===== src/rtl/stream_seq_pkg.sv =====
package stream_seq_pkg;

  typedef enum logic [2:0] {
    PH_IDLE,
    PH_RST,
    PH_KEY,
    PH_FRAME,
    PH_MIX,
    PH_BLKA,
    PH_BLKB
  } phase_e;

  localparam int CTL_W     = 3;
  localparam int CTL_DATA  = 0;
  localparam int CTL_FORCE = 1;
  localparam int CTL_RESET = 2;

endpackage


===== src/rtl/sess_phase_ctl.sv =====
module sess_phase_ctl
  import stream_seq_pkg::*;
#(
  parameter int RST_CYC = 4,
  parameter int KEY_W   = 64,
  parameter int FN_W    = 22,
  parameter int MIX_CYC = 100,
  parameter int BLK_W   = 114
) (
  input  logic   clk,
  input  logic   rst,
  input  logic   go,
  output phase_e phase_o
);

  localparam int M1    = (RST_CYC > KEY_W) ? RST_CYC : KEY_W;
  localparam int M2    = (M1 > FN_W) ? M1 : FN_W;
  localparam int M3    = (M2 > MIX_CYC) ? M2 : MIX_CYC;
  localparam int MAXL  = (M3 > BLK_W) ? M3 : BLK_W;
  localparam int CNT_W = (MAXL > 2) ? $clog2(MAXL) : 1;

  phase_e           phase_q, nxt;
  logic [CNT_W-1:0] cnt_q;

  function automatic logic [CNT_W-1:0] reload(phase_e p);
    case (p)
      PH_RST:           return CNT_W'(RST_CYC - 1);
      PH_KEY:           return CNT_W'(KEY_W - 1);
      PH_FRAME:         return CNT_W'(FN_W - 1);
      PH_MIX:           return CNT_W'(MIX_CYC - 1);
      PH_BLKA, PH_BLKB: return CNT_W'(BLK_W - 1);
      default:          return '0;
    endcase
  endfunction

  always_comb begin
    case (phase_q)
      PH_RST:   nxt = PH_KEY;
      PH_KEY:   nxt = PH_FRAME;
      PH_FRAME: nxt = PH_MIX;
      PH_MIX:   nxt = PH_BLKA;
      PH_BLKA:  nxt = PH_BLKB;
      default:  nxt = PH_IDLE;
    endcase
  end

  always_ff @(posedge clk) begin
    if (rst) begin
      phase_q <= PH_IDLE;
      cnt_q   <= '0;
    end else if (phase_q == PH_IDLE) begin
      if (go) begin
        phase_q <= PH_RST;
        cnt_q   <= reload(PH_RST);
      end
    end else if (cnt_q == '0) begin
      phase_q <= nxt;
      cnt_q   <= reload(nxt);
    end else begin
      cnt_q <= cnt_q - 1'b1;
    end
  end

  assign phase_o = phase_q;

  // a session always opens with the core reset phase
  a_r3_enter_via_reset: assert property (@(posedge clk) disable iff (rst)
    ($past(phase_q) == PH_IDLE && phase_q != PH_IDLE) |-> phase_q == PH_RST);

  // the down-counter is parked at zero while idle
  a_r9_idle_cnt_zero: assert property (@(posedge clk) disable iff (rst)
    (phase_q == PH_IDLE) |-> cnt_q == '0);

endmodule


===== src/rtl/sess_load_sh.sv =====
module sess_load_sh #(
  parameter int KEY_W = 64,
  parameter int FN_W  = 22
) (
  input  logic             clk,
  input  logic             rst,
  input  logic             load,
  input  logic             shift,
  input  logic [KEY_W-1:0] key_i,
  input  logic [FN_W-1:0]  frame_i,
  output logic             bit_o
);

  localparam int SH_W = KEY_W + FN_W;

  logic [SH_W-1:0] sh_q;

  always_ff @(posedge clk) begin
    if (rst)        sh_q <= '0;
    else if (load)  sh_q <= {frame_i, key_i};
    else if (shift) sh_q <= {1'b0, sh_q[SH_W-1:1]};
  end

  assign bit_o = sh_q[0];

endmodule


===== src/rtl/sess_ks_cap.sv =====
module sess_ks_cap #(
  parameter int BLK_W = 114
) (
  input  logic             clk,
  input  logic             rst,
  input  logic             clr,
  input  logic             en,
  input  logic             bit_i,
  output logic [BLK_W-1:0] blk_o
);

  always_ff @(posedge clk) begin
    if (rst || clr) blk_o <= '0;
    else if (en)    blk_o <= {blk_o[BLK_W-2:0], bit_i};
  end

  // with the lane idle the captured block does not move
  a_r7_hold_when_off: assert property (@(posedge clk) disable iff (rst)
    (!en && !clr) |=> $stable(blk_o));

endmodule


===== src/rtl/stream_session_seq.sv =====
module stream_session_seq
  import stream_seq_pkg::*;
#(
  parameter int RST_CYC = 4,
  parameter int KEY_W   = 64,
  parameter int FN_W    = 22,
  parameter int MIX_CYC = 100,
  parameter int BLK_W   = 114
) (
  input  logic             clk,
  input  logic             rst,
  input  logic             start,
  input  logic [KEY_W-1:0] key_i,
  input  logic [FN_W-1:0]  frame_i,
  output logic [2:0]       core_ctl_o,
  input  logic             core_ks_i,
  output logic             busy_o,
  output logic             done_o,
  output logic [BLK_W-1:0] blk_a_o,
  output logic [BLK_W-1:0] blk_b_o
);

  localparam int NLANE = 2;

  phase_e           phase;
  logic             accept, ld_bit, cap_vld_q, cap_sel_q, done_q;
  logic [NLANE-1:0] cap_en;
  logic [BLK_W-1:0] blk [NLANE];

  assign busy_o = (phase != PH_IDLE) || cap_vld_q;
  assign accept = start && !busy_o;

  sess_phase_ctl #(
    .RST_CYC(RST_CYC), .KEY_W(KEY_W), .FN_W(FN_W),
    .MIX_CYC(MIX_CYC), .BLK_W(BLK_W)
  ) u_phase (
    .clk(clk), .rst(rst), .go(accept), .phase_o(phase)
  );

  sess_load_sh #(.KEY_W(KEY_W), .FN_W(FN_W)) u_load (
    .clk(clk), .rst(rst), .load(accept),
    .shift(phase == PH_KEY || phase == PH_FRAME),
    .key_i(key_i), .frame_i(frame_i), .bit_o(ld_bit)
  );

  always_comb begin
    core_ctl_o = '0;
    case (phase)
      PH_RST: core_ctl_o[CTL_RESET] = 1'b1;
      PH_KEY, PH_FRAME: begin
        core_ctl_o[CTL_FORCE] = 1'b1;
        core_ctl_o[CTL_DATA]  = ld_bit;
      end
      default: ;
    endcase
  end

  // the bit a block step produces is visible one edge later
  always_ff @(posedge clk) begin
    if (rst) begin
      cap_vld_q <= 1'b0;
      cap_sel_q <= 1'b0;
      done_q    <= 1'b0;
    end else begin
      cap_vld_q <= (phase == PH_BLKA) || (phase == PH_BLKB);
      cap_sel_q <= (phase == PH_BLKB);
      done_q    <= cap_vld_q && cap_sel_q && (phase != PH_BLKB);
    end
  end

  generate
    for (genvar g = 0; g < NLANE; g++) begin : g_lane
      assign cap_en[g] = cap_vld_q && (cap_sel_q == (g != 0));
      sess_ks_cap #(.BLK_W(BLK_W)) u_cap (
        .clk(clk), .rst(rst), .clr(accept), .en(cap_en[g]),
        .bit_i(core_ks_i), .blk_o(blk[g])
      );
    end
  endgenerate

  assign blk_a_o = blk[0];
  assign blk_b_o = blk[1];
  assign done_o  = done_q;

  // nothing reaches the core while idle
  a_r11_idle_quiet: assert property (@(posedge clk) disable iff (rst)
    (phase == PH_IDLE) |-> core_ctl_o == 3'b000);

  // core reset is never mixed with data or force
  a_r3_reset_alone: assert property (@(posedge clk) disable iff (rst)
    core_ctl_o[CTL_RESET] |-> (core_ctl_o[CTL_FORCE] == 1'b0 && core_ctl_o[CTL_DATA] == 1'b0));

  // done lasts one cycle and only outside a session
  a_r9_done_pulse: assert property (@(posedge clk) disable iff (rst)
    done_o |=> !done_o);
  a_r9_done_idle: assert property (@(posedge clk) disable iff (rst)
    done_o |-> !busy_o);

  // accepting a start wipes both blocks
  a_r2_clear_on_start: assert property (@(posedge clk) disable iff (rst)
    accept |=> (blk_a_o == '0 && blk_b_o == '0));

  // at most one capture lane is written per cycle
  a_r7_one_lane: assert property (@(posedge clk) disable iff (rst)
    $onehot0(cap_en));

endmodule


===== config.mk =====
export PLATFORM = sky130hd
export DESIGN_NAME = stream_session_seq
export DESIGN_NICKNAME = d
export VERILOG_FILES = /design/src/rtl/stream_seq_pkg.sv /design/src/rtl/sess_phase_ctl.sv /design/src/rtl/sess_load_sh.sv /design/src/rtl/sess_ks_cap.sv /design/src/rtl/stream_session_seq.sv
export SDC_FILE = /design/constraint.sdc
export NUM_CORES = 1
export LEC_CHECK = 0
export BUFFER_PORTS_ARGS = -buffer_cell sky130_fd_sc_hd__buf_2
export CORE_MARGIN = 2
export CORE_UTILIZATION = 48
export DETAILED_ROUTE_END_ITERATION = 16
export PLACE_DENSITY = 0.86
export SYNTH_ARGS = -nofsm -noshare
export SYNTH_HDL_FRONTEND = slang
export SYNTH_SLANG_ARGS = --single-unit

===== constraint.sdc =====
create_clock -name clk -period 1.7 [get_ports clk]
set_input_delay 0.34 -clock clk [delete_from_list [all_inputs] [get_ports clk]]
set_output_delay 0.34 -clock clk [all_outputs]
set_load 0.05 [all_outputs]

---- Word level (Yosys, flattened, before mapping) ----
Index checks and enable logic that the tools add are counted.
storage, ports and cells
  bits of input ports ..................... 90
  word-level logic and storage cells ...... 53
  output and inout bits ................... 233
  flip-flop bits (word level) ............. 327
cells by class
  equal/unequal tests ..................... 14
  reduce and logical (&&, ||, !) cells .... 17
  add/subtract/negate cells ............... 1
  bitwise logic cells ..................... 1
  multiplexer cells ....................... 12
operator list
  operator                                           number
  2-to-1 mux 86 bit                                  2
  one-hot mux 7 bit (5 select lines)                 1
  2-to-1 mux 7 bit                                   3
  == test 3 bit (second input constant)              6
  one-hot mux 3 bit (5 select lines)                 1
  == test 3 x 2 -> 1 bit (second input constant)     4
  2-to-1 mux 3 bit                                   3
  logical NOT 7 bit                                  1
  subtractor 7 x 1 -> 7 bit (second input constant)  1
  == test 3 x 1 -> 1 bit (second input constant)     2
  logical AND 1 bit                                  4
  logical OR 1 bit                                   4
  nonzero test 2 bit                                 2
  OR reduction 2 bit                                 2
  logical NOT 3 bit                                  1
  != test 3 bit (second input constant)              1
  nonzero test 3 bit                                 1
  2-to-1 mux 2 bit                                   1
  != test 2 x 1 -> 1 bit (second input constant)     1
  AND reduction 2 bit                                1
  logical NOT 1 bit                                  1
  2-to-1 mux 1 bit                                   1
  inverter 1 bit                                     1

---- Depth between registers and ports, before layout ----
Gate-level depths: netlist of run 1.
  depth in word-level cells ............... 7
  mapped depth ............................ 8
  gate-level depth less buffers ........... 6

---- Hierarchy ----
A second synthesis of run 1 with hierarchy kept.
second synthesis, totals
  cell total of the unflattened synthesis .. 1223
  area, all modules ....................... 13028.7 µm²
modules (own cells, without submodules)
  module              sequential area each (µm²)  area an instance (µm²)  cells an instance  times used
  sess_ks_cap         2282.2                      4068.9                  369                2
  sess_load_sh        1721.7                      4032.6                  383                1
  sess_phase_ctl      200.2                       704.4                   85                 1
  stream_session_seq  60.1                        153.9                   17                 1

---- Worst setup path before layout of run 1 ----
OpenSTA, ideal clock, no wires.
  path kind ............................... register to output
  start point ............................. reg u_phase.phase_q[2] (netlist: u_phase.phase_o[2])
  end point ............................... out core_ctl_o[0]
  stages on the path, launching flop included .. 6
  buffers on the path ..................... 3
  setup slack ............................. -0.026 ns
  arrival time ............................ 1.386 ns
  required time ........................... 1.360 ns
  cell sequence ........................... dfxtp_1 -> buf_2 -> nor2b_1 -> buf_2 -> buf_2 -> and2_1
between the ends
  longest elaborated chain between the ends .. 3
  elaborated cells between the ends (all ways) .. 4
  classes of those cells .................. 2 x eq/ne; 1 x mux; 1 x reduce/logical
ends and longest elaborated chain
  what                      line                      text
  start: declaration        sess_phase_ctl.sv:22      phase_e phase_q, nxt;
  start signal: assignment  sess_phase_ctl.sv:57      phase_q <= nxt;
  == test 3 x 2 -> 1 bit    stream_session_seq.sv:48  case (phase)
  OR reduction 2 bit (*)    stream_session_seq.sv:48
  2-to-1 mux 2 bit (*)      stream_session_seq.sv:48
  end: declaration          stream_session_seq.sv:15  output logic [2:0] core_ctl_o,
Mark *: on every way between the ends. The rest lies on a longest branch, timed or not.

---- Worst setup path in the final report of run 1 ----
Ends and elaborated chain as after synthesis.

==> results.py, run 1 <==
metrics = {
    "yosys": {
        "yosysSeqAreaShare_pct": 52.34,
        "synth_edf_count": 0,
        "synth_seq_cells": 327,
        "async_reset_ff_share_pct": 0,
        "ys.flop_type": "dfxtp_1",
        "yosysUniqueCellTypes": 47,
        "netlist_area_um2": 12510,
        "syn_inst": 1469,
        "syn_nets": 1560,
        "avgSynthCellArea_um2": 8.514,
        "ys_warn_count": 0,
    },
    "placement": {
        "placed_area_um2": 14560,
        "hpwl_mm": 21.85,
        "port_buffers": 322,
        "dpl.cell_count": 2058,
        "gp_congestion": 0.8070,
    },
    "global_routing": {
        "grt_pass1_vias": 10180,
        "grt_usage_pct": 22.02,
        "grt_max_degree": 81,
        "grt_overflow": 0,
        "antenna_found_initial": 0,
        "grt_pass1_wl_mm": 49.59,
    },
    "critical_path": {
        "end_kind": "output port",
        "crit_required_ps": 1360,
        "slowest_delay_ps": 330,
        "crit_start": "u_phase.phase_o[2]",
        "r2r-start": "u_phase.phase_o[2]",
        "slowest_stage": "dfxtp_2",
        "crit_type": "flop to output port",
        "worstSetupStartpointType": "flop",
        "cp_max_fo": 4,
        "arrival_ps": 1420,
        "path_cells": "buf_6 -> nor2b_4 -> and2_4 -> buf_8",
    },
    "finish": {
        "nets": 1858,
        "stdcell_area_um2": 15820,
        "syn_to_final_growth_pct": 26.49,
        "final_common_cell": "nand2_1",
        "nFillCells": 2109,
        "final_cells": 2128,
        "layout_common_cells": "nand2_1 (545), dfxtp_1 (325), buf_2 (317)",
        "register_area_um2": 6549,
        "multi_input_area_um2": 5376,
        "drive_above_1_share_pct": 32.07,
        "diodes": 0,
    },
    "floorplanning": {
        "io_pins": 323,
        "core_um2": 25840,
        "std_cell_rows": 59,
        "fp.dieW_um": 165.4,
        "dieHeight_um": 165.4,
        "initial_core_util_pct": 48.41,
        "dieArea_um2": 27360,
    },
    "min_path": {
        "min_path_type": "input port to flop",
        "worstHoldStart": "frame_i[21]",
    },
    "clocking": {
        "worstSkewPairLatency_ps": 510,
        "cts_tree": "built",
        "clockBufferDepth": 3,
        "cts_buffers": 34,
        "cts_max_level": 2,
        "cts-root-buf": "clkbuf_16",
        "path_clk_slew_ps": 60,
        "cts.sinks": 327,
    },
    "sta": {
        "holdWs_ps": 83.26,
        "setup_viol": 4,
        "tns_ps": -194.1,
        "slew_headroom_pct": 66.17,
        "fin_skew_ps": 20.42,
        "fmax_mhz": 568.7,
        "drv_slew": 0,
        "rsz0062_at_grt": "true",
        "worst_slew_pin_slew_ps": 507.5,
        "timing.final.ws_setup_ps": -58.37,
        "fin_crit_sh_pct": 103.4,
        "min_period_ps": 1758,
        "hold_viol": 0,
    },
    "flow_run": {
        "maxCapViolCount": 0,
    },
    "run_status": {
        "status": "complete, but fails checks",
        "violations": "setup timing",
    },
    "drt": {
        "drc": 0,
        "drtAntennaViolNets": 0,
        "drtPass1Iterations": 5,
        "drt_iter0_drc": 1007,
        "vias_per_cell": 5.278,
        "drt-wirelength-per-cell_um": 15.16,
        "vias": 11230,
        "wl_mm": 32.26,
    },
    "power": {
        "peakVddDrop_mv": 0.9796,
        "p_total_mw": 20.58,
        "powerDensity_nw_per_um2": 1301,
        "power_leakage_nw": 6.145,
    },
}
final cells by class:
type | count | share of cell area [%]
Sequential cell | 327 | 41.40
Tap cell | 335 | 2.649
Inverter | 3 | 0.07118
Multi-Input combinational cell | 1019 | 33.98
Timing Repair Buffer | 382 | 14.94
Clock buffer | 49 | 6.114
Clock inverter | 13 | 0.8462
worst max-delay path: cells and delay by family (launching register included):
kind	cells	cell delay [ps]
buf+inv	2	250
simple gates	2	320
flops	1	330
kinds of logic (layout without fill, tap and decap cells):
kind of cell	after synthesis	after routing	synth area share, %
simple gates	587	587	18.59
xor+xnor	1	1	0.07004
buf+inv	123	447	5.242
mux	5	5	0.4202
flops	327	327	52.34
compound gates	425	425	23.24
fa+ha+maj	1	1	0.1000
layer usage:
layer / vias up / GRT usage (%) / wire (um)
met5: - / 0 / 0
met4: 0 / 8.582 / 1106
met3: 82 / 5.694 / 2411
met2: 379 / 37.33 / 15500
met1: 5275 / 26.82 / 13240
li1: 5496 / - / -
registers in the layout, summed over array words and instances (netlist names):
register            cells
u_phase.phase_o         3
g_lane.u_cap.blk_o    228
cap_vld_q               1
done_o                  1
u_load.sh_q            86
cap_sel_q               1
u_phase.cnt_q           7
power breakdown:
part           switching (mW)  total (mW)  internal [mW]
combinational            2.82        4.71           1.89
clock                    3.03        7.32           4.29
sequential              0.371        8.55           8.18
synth_stat cells, drive strengths merged (4+ instances only):
library cell / count / area share [%]
a21oi: 320 / 15
a22oi: 83 / 7.3
buf: 63 / 3.4
clkbuf: 57 / 1.7
dfxtp: 327 / 52
nand2: 548 / 16
nand2b: 6 / 0.30
nor2: 11 / 0.46
nor2b: 4 / 0.20
nor3: 5 / 0.29
o21ai: 6 / 0.24
final timing paths:
| path | slack (ps) | cells after the start | to |
|---|---|---|---|
| hold / removal | 80 | 3 | u_load.sh_q[85] |
| setup reg to reg | 70 | 5 | u_load.sh_q[44] |
| hold reg to reg | 450 | 2 | g_lane[1].u_cap.blk_o[95] |
| setup / recovery | -60 | 4 | core_ctl_o[0] |
stage by stage:
stage                     worst slack [ps]  utilization, %
after floorplan                      94.28               -
after global placement               103.7           56.37
after detailed placement             60.01           56.37
after CTS                           -80.93           61.08
after global routing                -122.5           61.23
final                               -58.37           61.23
timing repair:
item / 4_1_cts / 5_1_grt
endpoints found under the setup margin: 4 / 11
buffers inserted: 7 / 0
pin swaps: 4 / 1
hold buffers: 0 / 0
gates cloned: 0 / 1
gates resized for setup: 21 / 3
Power figures use the tool's default switching activity.
==> inputs of run 2 (changes only) <==
--- a/config.mk
+++ b/config.mk
@@ -10,6 +10,7 @@
 export CORE_UTILIZATION = 48
 export DETAILED_ROUTE_END_ITERATION = 16
 export PLACE_DENSITY = 0.86
+export SKIP_CTS_REPAIR_TIMING = 1
 export SYNTH_ARGS = -nofsm -noshare
 export SYNTH_HDL_FRONTEND = slang
 export SYNTH_SLANG_ARGS = --single-unit
==> run 2 against run 1 <==
Against the previous run: the flow still finishes with violations (setup timing); first-iteration DRC count shrank 0.70%; critical endpoint is now core_ctl_o[2]; clock power is essentially flat; sequential share of layout area is essentially flat; largest power group unchanged.
==> results.py, run 2 (same netlist as run 1, synthesis figures left out) <==
metrics = {
    "min_path": {
        "min_path_type": "input port to flop",
    },
    "critical_path": {
        "critPathTopFamily": "flip-flops",
        "end_kind": "output port",
        "path_cells": "buf_4 -> nor2_4 -> and2_4 -> buf_12",
        "crit_type": "flop to output port",
        "slowest_stage": "dfxtp_2",
        "arrival_ps": 1430,
        "slowest_delay_ps": 330,
        "cp_max_fo": 9,
        "crit_required_ps": 1360,
        "worstSetupStartpointType": "flop",
        "worst-path-buf-inv": 2,
    },
    "sta": {
        "holdWs_ps": 86.26,
        "min_period_ps": 1767,
        "setup_viol": 4,
        "slew_headroom_pct": 67.53,
        "worst_slew_pin_slew_ps": 487.1,
        "fin_crit_sh_pct": 103.9,
        "fmax_mhz": 565.9,
        "fin_skew_ps": 18.49,
        "drv_slew": 0,
        "hold_viol": 0,
        "rsz0062_at_grt": "true",
        "timing.final.ws_setup_ps": -67.04,
    },
    "finish": {
        "regMostFlops": "g_lane.u_cap.blk_o",
        "drive_above_1_share_pct": 32.14,
        "nets": 1860,
        "diodes": 0,
        "final_common_cell": "nand2_1",
        "register_area_um2": 6549,
        "nFillCells": 2115,
        "largest_reg_flops": 228,
        "top_regs": "g_lane.u_cap.blk_o x228, u_load.sh_q x86, u_phase.cnt_q x7",
        "syn_to_final_growth_pct": 26.44,
        "multi_input_area_um2": 5376,
        "layout_common_cells": "nand2_1 (545), dfxtp_1 (325), buf_2 (317)",
    },
    "power": {
        "p_total_mw": 20.54,
        "power_leakage_nw": 6.147,
        "powerDensity_nw_per_um2": 1299,
        "peakVddDrop_mv": 0.9783,
    },
    "floorplanning": {
        "dieArea_um2": 27360,
        "initial_core_util_pct": 48.41,
        "fp.dieW_um": 165.4,
        "io_pins": 323,
        "core_um2": 25840,
        "dieHeight_um": 165.4,
        "std_cell_rows": 59,
    },
    "placement": {
        "port_buffers": 322,
        "hpwl_mm": 21.85,
        "gp_congestion": 0.8070,
        "dpl_worst_slack_ps": 60.01,
    },
    "clocking": {
        "cts_tree": "built",
        "cts-root-buf": "clkbuf_16",
        "cts.sinks": 327,
        "clockBufferDepth": 3,
        "worstSkewPairLatency_ps": 510,
        "cts_buffers": 34,
        "cts_max_level": 2,
        "path_clk_slew_ps": 60,
    },
    "global_routing": {
        "antenna_found_initial": 0,
        "grt_pass1_wl_mm": 49.31,
        "grt_pass1_vias": 10150,
        "grt_max_degree": 81,
        "grt_overflow": 0,
        "grt_usage_pct": 21.87,
    },
    "drt": {
        "drt_iter0_drc": 1000,
        "vias": 11250,
        "drtAntennaViolNets": 0,
        "drt-wirelength-per-cell_um": 14.95,
        "drtPass1Iterations": 5,
        "wl_mm": 31.84,
        "vias_per_cell": 5.282,
        "drc": 0,
    },
    "run_status": {
        "violations": "setup timing",
        "status": "complete, but fails checks",
    },
    "flow_run": {
        "maxCapViolCount": 0,
    },
}
-- run 2: layout make-up --
type                       instances  share of cell area [%]
sequential                       327                   41.41
inverter                           3                 0.07121
multi-input combinational       1019                   34.00
clock buffer                      49                   6.116
tap                              335                   2.651
timing repair buffer             384                   14.91
clock inverter                    13                  0.8466
-- run 2: worst min-delay path, stage by stage --
cell and delay, ps:
buf_2 100, nand2_1 50, a21oi_1 50
-- run 2: where the power goes --
group	internal [mW]	leakage [nW]	switching [mW]
Clock	4.29	0.548	3.01
Combinational	1.91	2.95	2.79
Sequential	8.18	2.65	0.370
Total	14.4	6.15	6.16
-- run 2: per-layer routing --
layer  global-route usage, %  vias to the layer above  share of wire, %
met4                   8.895                        0               3.6
met2                   36.97                      402                48
met5                       0                        -                 0
met1                   26.68                     5256                40
met3                   5.470                       85               7.8
li1                        -                     5508                 -
-- run 2: worst paths after layout --
check,start,endpoint,slack (ps),cells past startpoint
setup / recovery,u_phase.phase_o[2],core_ctl_o[2],-70,4
hold / removal,frame_i[21],u_load.sh_q[85],90,3
setup reg to reg,u_phase.phase_o[2],u_load.sh_q[41],70,5
hold reg to reg,g_lane[1].u_cap.blk_o[71],g_lane[1].u_cap.blk_o[72],450,2
-- run 2: through the flow --
step,util (%),instances,instance area [um2],TNS [ps]
after global routing,61.21,2130,15810,-523.8
after detailed placement,56.37,2058,14560,0
after global placement,56.37,2058,14560,0
after floorplan,-,1469,12510,0
final,61.21,2130,15810,-247.4
after CTS,60.63,2120,15670,-1249
==> inputs of run 3 (changes only) <==
--- a/config.mk
+++ b/config.mk
@@ -10,6 +10,7 @@
 export CORE_UTILIZATION = 48
 export DETAILED_ROUTE_END_ITERATION = 16
 export PLACE_DENSITY = 0.86
+export SETUP_SLACK_MARGIN = 0.05
 export SKIP_CTS_REPAIR_TIMING = 1
 export SYNTH_ARGS = -nofsm -noshare
 export SYNTH_HDL_FRONTEND = slang
==> run 3 against run 2 <==
Against the previous run: the flow still finishes with violations (setup timing); highest routed layer unchanged; power rose by 1.1%; wire length rose by 2.3%; worst setup slack got worse by 2.3 ps; critical path type unchanged.
==> results.py, run 3 (same netlist as run 1, synthesis figures left out) <==
metrics = {
    "drt": {
        "drc": 0,
        "vias": 11350,
        "drt-wirelength-per-cell_um": 15.23,
        "drtPass1Iterations": 5,
        "vias_per_cell": 5.304,
        "drtAntennaViolNets": 0,
        "drt_iter0_drc": 1008,
        "wl_mm": 32.58,
    },
    "sta": {
        "drv_slew": 0,
        "setup_viol": 4,
        "slew_headroom_pct": 66.35,
        "fin_skew_ps": 17.07,
        "fin_crit_sh_pct": 104.1,
        "worst_slew_pin_slew_ps": 504.7,
        "min_period_ps": 1769,
        "fmax_mhz": 565.2,
        "timing.final.ws_setup_ps": -69.33,
        "hold_viol": 0,
        "rsz0062_at_grt": "true",
    },
    "critical_path": {
        "crit_type": "flop to output port",
        "arrival_ps": 1430,
        "cp_max_fo": 5,
        "reg2reg_depth": 5,
        "crit_required_ps": 1360,
        "worstSetupStartpointType": "flop",
        "end_kind": "output port",
    },
    "clocking": {
        "cts.sinks": 327,
        "cts_buffers": 34,
        "path_clk_slew_ps": 60,
        "cts_tree": "built",
        "cts_max_level": 2,
        "worstSkewPairLatency_ps": 510,
        "cts-root-buf": "clkbuf_16",
        "clockBufferDepth": 3,
    },
    "power": {
        "powerDensity_nw_per_um2": 1302,
        "power_leakage_nw": 6.219,
        "peakVddDrop_mv": 0.9810,
        "p_total_mw": 20.77,
    },
    "placement": {
        "gp_congestion": 0.8070,
        "dpl_worst_slack_ps": 60.01,
        "port_buffers": 322,
        "hpwl_mm": 21.85,
    },
    "finish": {
        "largest_reg_flops": 228,
        "nets": 1869,
        "register_area_um2": 6550,
        "fin_util_pct": 61.73,
        "nFillCells": 2101,
        "multi_input_area_um2": 5376,
        "diodes": 0,
        "syn_to_final_growth_pct": 27.53,
        "top_regs": "g_lane.u_cap.blk_o x228, u_load.sh_q x86, u_phase.cnt_q x7",
        "final_common_cell": "nand2_1",
        "drive_above_1_share_pct": 32.54,
        "regMostFlops": "g_lane.u_cap.blk_o",
        "layout_common_cells": "nand2_1 (545), dfxtp_1 (324), buf_2 (317)",
    },
    "global_routing": {
        "antenna_found_initial": 0,
        "grt_overflow": 0,
        "grt_max_degree": 81,
        "grt_pass1_wl_mm": 49.31,
        "grt_usage_pct": 21.87,
        "grt_pass1_vias": 10150,
    },
    "flow_run": {
        "maxCapViolCount": 0,
    },
    "floorplanning": {
        "std_cell_rows": 59,
        "io_pins": 323,
        "core_um2": 25840,
        "dieArea_um2": 27360,
        "fp.dieW_um": 165.4,
        "initial_core_util_pct": 48.41,
        "dieHeight_um": 165.4,
    },
    "min_path": {
        "min_path_type": "input port to flop",
        "hold_depth": 3,
    },
    "run_status": {
        "violations": "setup timing",
        "status": "complete, but fails checks",
    },
}
## run 3: changes by cell type in the layout (fill, tap and decap cells not counted)
cell | before | now
buf_12 | 19 | 17
buf_16 | 0 | 2
buf_4 | 42 | 48
clkbuf_16 | 34 | 37
dfxtp_1 | 325 | 324
dfxtp_2 | 2 | 3
## run 3: layout make-up
class                      instances  share of cell area, %
clock buffer                      49                  6.064
clock inverter                    13                 0.8393
inverter                           3                0.07060
multi-input combinational       1019                  33.71
sequential                       327                  41.07
tap                              335                  2.628
timing repair buffer             393                  15.63
## run 3: critical path: stages, from the launching register on
cell and delay (ps):
dfxtp_2 330, buf_6 110, nor2b_4 170, and2_4 180, buf_8 140
## run 3: worst paths after layout
path,slack [ps],start,end
max,-70,u_phase.phase_o[2],core_ctl_o[0]
min,90,frame_i[21],u_load.sh_q[85]
max reg2reg,100,u_phase.phase_o[2],u_load.sh_q[44]
min reg2reg,450,g_lane[1].u_cap.blk_o[71],g_lane[1].u_cap.blk_o[72]
## run 3: per-stage QoR
stage	cells	area [um2]	hold slack [ps]	setup TNS, ps
after detailed placement	2058	14560	446.7	0
after global placement	2058	14560	439.1	0
after floorplan	1469	12510	436.0	0
final	2139	15950	87.32	-264.3
after global routing	2139	15950	90.94	-514.6
after CTS	2120	15670	68.75	-1249
## run 3: report_power, final
part           switching, mW  leakage [nW]  total [mW]  internal [mW]
clock                   3.02         0.548        7.31           4.29
combinational           2.87          3.02        4.91           2.04
sequential             0.371          2.65        8.55           8.18
## run 3: routing by layer
metal	global-route usage [%]	routed length (um)	vias to the layer above
met5	0	0	-
met4	8.895	1140	0
met3	5.470	2520	85
met2	36.97	15770	418
met1	26.68	13150	5317
li1	-	-	5525
